`src/rtl/psq_pkg.sv`:
```
package psq_pkg;

  typedef enum logic [1:0] {
    PS_ACTIVE  = 2'd0,
    PS_AUTONAP = 2'd1,
    PS_NAP     = 2'd2,
    PS_SLEEP   = 2'd3
  } pwrState_t;

  localparam int PULSE_W      = 3;
  localparam int NAP_PULSES   = 2;
  localparam int SLEEP_PULSES = 4;

  // control -> datapath
  typedef struct packed {
    logic startConv;
    logic loadNapWake;
    logic loadSleepWake;
  } ctrlStrobe_t;

  // datapath -> control
  typedef struct packed {
    logic               convRise;
    logic               convFall;
    logic               sckEdge;
    logic               convDone;
    logic               recoveryIdle;
    logic [PULSE_W-1:0] pulseCount;
  } dpStatus_t;

endpackage

```
`src/rtl/psq_sync.sv`:
```
module psq_sync #(
  parameter int WIDTH  = 2,
  parameter int STAGES = 2
) (
  input  logic             clk,
  input  logic             rst,
  input  logic [WIDTH-1:0] asyncIn,
  output logic [WIDTH-1:0] syncOut
);

  logic [WIDTH-1:0] chain [STAGES];

  always_ff @(posedge clk) begin
    if (rst) begin
      for (int i = 0; i < STAGES; i++) chain[i] <= '0;
    end else begin
      chain[0] <= asyncIn;
      for (int i = 1; i < STAGES; i++) chain[i] <= chain[i-1];
    end
  end

  assign syncOut = chain[STAGES-1];

endmodule

```
`src/rtl/psq_datapath.sv`:
```
module psq_datapath
  import psq_pkg::*;
#(
  parameter int SYNC_STAGES       = 2,
  parameter int CONV_CYCLES       = 8,
  parameter int NAP_WAKE_CYCLES   = 13,
  parameter int SLEEP_WAKE_CYCLES = 275000
) (
  input  logic        clk,
  input  logic        rst,
  input  logic        convPin,
  input  logic        sckPin,
  input  ctrlStrobe_t strobe,
  output dpStatus_t   status
);

  localparam int CONV_W  = $clog2(CONV_CYCLES + 1);
  localparam int REC_MAX = (SLEEP_WAKE_CYCLES > NAP_WAKE_CYCLES) ? SLEEP_WAKE_CYCLES : NAP_WAKE_CYCLES;
  localparam int REC_W   = $clog2(REC_MAX + 1);
  localparam logic [PULSE_W-1:0] PULSE_SAT = PULSE_W'(SLEEP_PULSES);

  logic [1:0] pinSync;
  logic [1:0] pinPrev;
  logic convRise, convFall, sckEdge;
  logic [PULSE_W-1:0] pulseCount;
  logic [CONV_W-1:0]  convTimer;
  logic [REC_W-1:0]   recoveryCnt;

  psq_sync #(.WIDTH(2), .STAGES(SYNC_STAGES)) sync_i (
    .clk     (clk),
    .rst     (rst),
    .asyncIn ({sckPin, convPin}),
    .syncOut (pinSync)
  );

  always_ff @(posedge clk) begin
    if (rst) pinPrev <= '0;
    else     pinPrev <= pinSync;
  end

  assign convRise = pinSync[0] & ~pinPrev[0];
  assign convFall = ~pinSync[0] & pinPrev[0];
  assign sckEdge  = pinSync[1] ^ pinPrev[1];

  // convert-pulse counter: cleared by serial-clock activity, saturating
  always_ff @(posedge clk) begin
    if (rst) begin
      pulseCount <= '0;
    end else if (sckEdge) begin
      pulseCount <= convRise ? PULSE_W'(1) : '0;
    end else if (convRise && pulseCount < PULSE_SAT) begin
      pulseCount <= pulseCount + 1'b1;
    end
  end

  // conversion timer standing in for the internal oscillator
  always_ff @(posedge clk) begin
    if (rst)                   convTimer <= '0;
    else if (strobe.startConv) convTimer <= CONV_W'(CONV_CYCLES);
    else if (convTimer != '0)  convTimer <= convTimer - 1'b1;
  end

  // reference recovery counter
  always_ff @(posedge clk) begin
    if (rst)                          recoveryCnt <= '0;
    else if (strobe.loadSleepWake)    recoveryCnt <= REC_W'(SLEEP_WAKE_CYCLES);
    else if (strobe.loadNapWake)      recoveryCnt <= REC_W'(NAP_WAKE_CYCLES);
    else if (recoveryCnt != '0)       recoveryCnt <= recoveryCnt - 1'b1;
  end

  assign status.convRise     = convRise;
  assign status.convFall     = convFall;
  assign status.sckEdge      = sckEdge;
  assign status.convDone     = (convTimer == CONV_W'(1));
  assign status.recoveryIdle = (recoveryCnt == '0);
  assign status.pulseCount   = pulseCount;

  AST_COUNT_CLEAR: assert property (@(posedge clk) disable iff (rst)
    (sckEdge && !convRise) |=> (pulseCount == '0)) else $error("count not cleared");

  AST_COUNT_COLLIDE: assert property (@(posedge clk) disable iff (rst)
    (sckEdge && convRise) |=> (pulseCount == PULSE_W'(1))) else $error("collision count");

  AST_COUNT_STEP: assert property (@(posedge clk) disable iff (rst)
    (!sckEdge && convRise && pulseCount < PULSE_SAT) |=> (pulseCount == $past(pulseCount) + 1'b1))
    else $error("count step");

  AST_SLEEP_LOAD: assert property (@(posedge clk) disable iff (rst)
    strobe.loadSleepWake |=> !status.recoveryIdle) else $error("sleep wait missing");

endmodule

```
`src/rtl/psq_ctrl.sv`:
```
module psq_ctrl
  import psq_pkg::*;
(
  input  logic        clk,
  input  logic        rst,
  input  dpStatus_t   status,
  output ctrlStrobe_t strobe,
  output logic        biasEn,
  output logic        refEn,
  output logic        convAllowed,
  output logic        refReady
);

  localparam logic [PULSE_W-1:0] NAP_CNT   = PULSE_W'(NAP_PULSES);
  localparam logic [PULSE_W-1:0] SLEEP_CNT = PULSE_W'(SLEEP_PULSES);

  pwrState_t state, stateNext;

  always_comb begin
    stateNext = state;
    unique case (state)
      PS_ACTIVE: begin
        if (!status.sckEdge) begin
          if (status.pulseCount >= SLEEP_CNT)    stateNext = PS_SLEEP;
          else if (status.pulseCount >= NAP_CNT) stateNext = PS_NAP;
          else if (status.convDone)              stateNext = PS_AUTONAP;
        end
      end
      PS_AUTONAP: begin
        if (!status.sckEdge) begin
          if (status.pulseCount >= SLEEP_CNT)    stateNext = PS_SLEEP;
          else if (status.pulseCount >= NAP_CNT) stateNext = PS_NAP;
          else if (status.convFall)              stateNext = PS_ACTIVE;
        end
      end
      PS_NAP: begin
        if (status.sckEdge)                      stateNext = PS_ACTIVE;
        else if (status.pulseCount >= SLEEP_CNT) stateNext = PS_SLEEP;
      end
      PS_SLEEP: begin
        if (status.sckEdge) stateNext = PS_ACTIVE;
      end
      default: stateNext = PS_ACTIVE;
    endcase
  end

  always_ff @(posedge clk) begin
    if (rst) state <= PS_ACTIVE;
    else     state <= stateNext;
  end

  assign biasEn      = (state == PS_ACTIVE);
  assign refEn       = (state != PS_SLEEP);
  assign refReady    = refEn && status.recoveryIdle;
  assign convAllowed = refReady && (state == PS_ACTIVE || state == PS_AUTONAP);

  assign strobe.startConv     = (state == PS_ACTIVE) && status.convRise && convAllowed;
  assign strobe.loadNapWake   = (state == PS_NAP)    && status.sckEdge;
  assign strobe.loadSleepWake = (state == PS_SLEEP)  && status.sckEdge;

  AST_WAKE_ON_SCK: assert property (@(posedge clk) disable iff (rst)
    ((state == PS_NAP || state == PS_SLEEP) && status.sckEdge) |=> (state == PS_ACTIVE))
    else $error("no wake");

  AST_AUTO_NAP: assert property (@(posedge clk) disable iff (rst)
    (state == PS_ACTIVE && status.convDone && !status.sckEdge && status.pulseCount < NAP_CNT)
    |=> (state == PS_AUTONAP)) else $error("no auto nap");

  AST_NAP_KEEPS_REF: assert property (@(posedge clk) disable iff (rst)
    (state == PS_NAP && !status.sckEdge && status.pulseCount < SLEEP_CNT) |=> refEn)
    else $error("nap dropped reference");

  AST_SLEEP_ENTRY: assert property (@(posedge clk) disable iff (rst)
    (state == PS_NAP && !status.sckEdge && status.pulseCount >= SLEEP_CNT) |=> (!biasEn && !refEn))
    else $error("sleep kept power");

  AST_SLEEP_WAKE_BLOCKED: assert property (@(posedge clk) disable iff (rst)
    (state == PS_SLEEP && status.sckEdge) |=> (!refReady && !convAllowed))
    else $error("sleep wake not blocked");

endmodule

```
`src/rtl/psq_top.sv`:
```
module psq_top
  import psq_pkg::*;
#(
  parameter int SYNC_STAGES       = 2,
  parameter int CONV_CYCLES       = 8,
  parameter int NAP_WAKE_CYCLES   = 13,
  parameter int SLEEP_WAKE_CYCLES = 275000
) (
  input  logic clk,
  input  logic rst,
  input  logic convPin,
  input  logic sckPin,
  output logic biasEn,
  output logic refEn,
  output logic convAllowed,
  output logic refReady
);

  ctrlStrobe_t strobe;
  dpStatus_t   status;

  psq_datapath #(
    .SYNC_STAGES       (SYNC_STAGES),
    .CONV_CYCLES       (CONV_CYCLES),
    .NAP_WAKE_CYCLES   (NAP_WAKE_CYCLES),
    .SLEEP_WAKE_CYCLES (SLEEP_WAKE_CYCLES)
  ) dp_i (
    .clk     (clk),
    .rst     (rst),
    .convPin (convPin),
    .sckPin  (sckPin),
    .strobe  (strobe),
    .status  (status)
  );

  psq_ctrl ctrl_i (
    .clk         (clk),
    .rst         (rst),
    .status      (status),
    .strobe      (strobe),
    .biasEn      (biasEn),
    .refEn       (refEn),
    .convAllowed (convAllowed),
    .refReady    (refReady)
  );

endmodule

```
`config.mk`:
```
export PLATFORM = sky130hd
export DESIGN_NAME = psq_top
export DESIGN_NICKNAME = d
export VERILOG_FILES = /design/src/rtl/psq_pkg.sv /design/src/rtl/psq_sync.sv /design/src/rtl/psq_datapath.sv /design/src/rtl/psq_ctrl.sv /design/src/rtl/psq_top.sv
export SDC_FILE = /design/constraint.sdc
export NUM_CORES = 1
export LEC_CHECK = 0
export ABC_AREA = 1
export BUFFER_PORTS_ARGS = -buffer_cell sky130_fd_sc_hd__buf_2
export CAP_MARGIN = 0
export CORE_MARGIN = 2
export CORE_UTILIZATION = 61
export DETAILED_ROUTE_END_ITERATION = 7
export PLACE_DENSITY = 0.79
export SYNTH_ARGS = -nofsm -noshare
export SYNTH_HDL_FRONTEND = slang
export SYNTH_SLANG_ARGS = --single-unit
```
`constraint.sdc`:
```
create_clock -name clk -period 1.9 [get_ports clk]
set_input_delay 0.095 -clock clk [delete_from_list [all_inputs] [get_ports clk]]
set_output_delay 0.095 -clock clk [all_outputs]
set_load 0.01 [all_outputs]
```
==> results.py <==
metrics = {
    "yosys": {
        "ys_top_cells_by_area": "dfxtp_1 35%, nand2_1 12%, nor2_1 9.1%, inv_1 6.6%, ha_1 4.5%",
        "post-synth-top-count-cell": "nand2_1",
        "syn_nets": 289,
        "synth_top_cell_area_share_pct": 35.26,
        "seq_area_frac_synth_pct": 35.26,
        "yosysTopAreaCell": "dfxtp_1",
        "synth_cells": 278,
        "ys.flop_type": "dfxtp_1",
        "ys_top_cells_by_count": "62 x nand2_1, 47 x nor2_1, 34 x dfxtp_1, 34 x inv_1, 16 x a21oi_1",
        "yosysWarnings": 0,
        "ys_seq_elements": 34,
        "async_reset_ff_share_pct": 0,
        "synth-edff-count": 0,
        "synth_cell_types": 31,
        "synthesis.area_um2": 1931,
        "avgSynthCellArea_um2": 6.945,
    },
    "placed_design": {
        "gp_congestion": 1.057,
        "io_buffers": 7,
        "hpwlAfterDp_um": 2909,
        "place_inst": 326,
    },
    "worst_setup_path": {
        "r2r_cells": 12,
        "arrival_ps": 1660,
        "worst-path-max-fanout": 6,
        "crit_slowest_cell": "dfxtp_1",
        "cp.required_ps": 1800,
        "crit_path_end_kind": "output pin",
        "crit-reg2reg-launch": "dp_i.recoveryCnt[0]",
        "max_stage_delay_ps": 340,
        "crit_path_start_kind": "flip-flop",
        "crit_chain": "inv_2 -> ha_1 -> inv_1 -> nor2_1 -> nand2_1 -> nor2_4 -> nand3_4 -> a21oi_1 -> buf_2",
        "r2r_slack_ps": 320,
        "crit_buf_inv": 3,
        "cpLargestDelayFamily": "simple AND/OR/NAND/NOR gates",
        "r2r-end": "dp_i.recoveryCnt[13]",
        "critPathKind": "flip-flop to output pin",
    },
    "worst_hold_path": {
        "worstHoldPathType": "primary input to flip-flop",
        "worstHoldStart": "rst",
        "worstHoldEndpoint": "dp_i.pinPrev[1]",
        "min_path_cells": 2,
    },
    "sta": {
        "rsz0062_at_grt": "no",
        "min_period_ps": 1753,
        "finClkSkew_ps": 14.74,
        "fmax_ghz": 0.5704,
        "slew_viol_final": 0,
        "slew_headroom_pct": 76.10,
        "tns_ps": 0,
        "finalCritPeriodShare_pct": 92.27,
        "setup-violations-final": 0,
        "worst_slew_pin_slew_ps": 357.1,
        "holdWs_ps": 123.9,
        "finalHoldViolations": 0,
    },
    "drt": {
        "drc": 0,
        "drt-wirelength-per-cell_um": 11.48,
        "route.vias.total": 1688,
        "routed_wirelength_um": 3892,
        "dr.pass1.iters": 4,
        "vias_per_cell": 4.979,
        "drt_iter0_markers": 107,
        "detail-route-antenna-nets": 0,
    },
    "global_route": {
        "track_usage_pct": 24.13,
        "grt_max_degree": 20,
        "grt_pass1_wl_um": 6486,
        "grt.overflow.total": 0,
        "antenna_found_initial": 0,
        "grt_pass1_vias": 1540,
    },
    "die": {
        "ios": 8,
        "die_w_um": 60.26,
        "rows": 20,
        "fp.dieH_um": 60.26,
        "core_um2": 3028,
        "initial_core_util_pct": 63.76,
        "die_area_um2": 3631,
    },
    "clock_network": {
        "htree_num_levels": 2,
        "clock_path_buffers": 2,
        "cts_buffers": 5,
        "cts-root-buf": "clkbuf_4",
        "cts.sinks": 34,
        "clkLatencyLatePin_ps": 340,
        "cts.reportedPaths.clkPinSlew_ps": 120,
        "cts_tree": "yes",
    },
    "final_layout": {
        "antenna_cells": 0,
        "drive_gt1_share_pct": 16.95,
        "area_growth_pct": 9.462,
        "num-nets-final": 305,
        "finalNonFillerCells": 339,
        "final_util_pct": 69.79,
    },
    "power": {
        "p_per_area_nw_per_um2": 2010,
        "p_leak_nw": 0.9996,
        "peakVddDrop_mv": 0.9529,
    },
    "job": {
        "max-cap-violations": 0,
    },
    "status": {
        "outcome": "finished, final reports clean",
    },
}
==> how the worst max path moves through the flow <==
stage / start / to / slack, ps / depth (start not counted)
after floorplan: dp_i.recoveryCnt[0] / dp_i.recoveryCnt[12] / 540 / 11
after global placement: dp_i.recoveryCnt[0] / refReady / 440 / 9
after detailed placement: dp_i.recoveryCnt[0] / dp_i.recoveryCnt[13] / 400 / 11
after CTS: dp_i.recoveryCnt[0] / refReady / 30 / 9
after global routing: dp_i.recoveryCnt[1] / refReady / 20 / 9
final: dp_i.recoveryCnt[0] / refReady / 150 / 9
==> sequential cells by signal, summed over array words and instances, names as in the netlist <==
| name | cells |
|---|---|
| dp_i.pinPrev | 2 |
| dp_i.pulseCount | 3 |
| dp_i.convTimer | 4 |
| dp_i.recoveryCnt | 19 |
| ctrl_i.state | 2 |
| dp_i.sync_i.chain | 4 |
==> cell families (layout without fill, tap and decap cells) <==
kind of cell    count (synthesis)  count (layout)  share of synthesized area (%)
xor+xnor                       10              10                          4.536
simple gates                  158             158                          39.40
compound gates                 29              29                          8.361
fa+ha+maj                       7               7                          4.536
flops                          34              34                          35.26
buf+inv                        40              57                          7.906
==> metrics by stage <==
stage / total power, mW / cell area, um2 / setup slack (ps)
after floorplan: 3.276 / 1931 / 544.9
after CTS: 4.194 / 2091 / 31.36
final: 4.248 / 2113 / 146.8
after global routing: 4.670 / 2113 / 17.50
after detailed placement: 3.741 / 2007 / 399.2
after global placement: 3.702 / 2007 / 443.2
==> metal layers <==
layer  up-vias  track usage (%)  wire length (um)
li1        898                -                 -
met3         6            6.061               200
met5         -                0                 0
met4         0            6.984                60
met1       746            30.24              1792
met2        38            40.68              1838
==> worst reg2reg max path, cell delays in order, from the launching register on <==
cell	delay (ps)
dfxtp_1	340
inv_2	90
ha_1	170
inv_1	40
nor2_1	70
nand2_1	90
nor2_4	130
nand3_4	110
buf_4	170
nand2_4	70
nor2_1	50
nor2_1	90
nor2_1	40
==> power breakdown <==
| group | total [mW] | switching, mW | internal (mW) |
|---|---|---|---|
| clock | 0.440 | 0.262 | 0.178 |
| sequential | 1.22 | 0.260 | 0.957 |
| combinational | 2.59 | 1.61 | 0.976 |
| total | 4.25 | 2.14 | 2.11 |
==> final cells by class <==
class	count	area, um2
multi-input cells	204	1097
fillers	260	914.6
well taps	44	55.05
repair buffers	12	77.57
clock inverters	2	12.51
inverters	37	138.9
clock buffers	6	51.30
flip-flops and latches	34	680.7
==> placed cells by master (no fill, tap or decap), types with 5 or more instances in the layout <==
cell type  instances
nor2_2             9
nand3_1           13
o21ai_0            6
nand2_1           62
ha_1               7
nand2_2            6
a21oi_1           16
nor2_4             6
clkbuf_4           5
nor2_1            47
inv_1             33
buf_2              7
dfxtp_1           34
xor2_1             6
==> what timing repair did <==
item,CTS,global route
endpoints found under the hold margin,2,0
setup endpoints to repair,0,2
resized for setup,0,1
buffers inserted,0,3
hold buffers,2,0
Note: power is estimated with default switching activity, not from simulation.
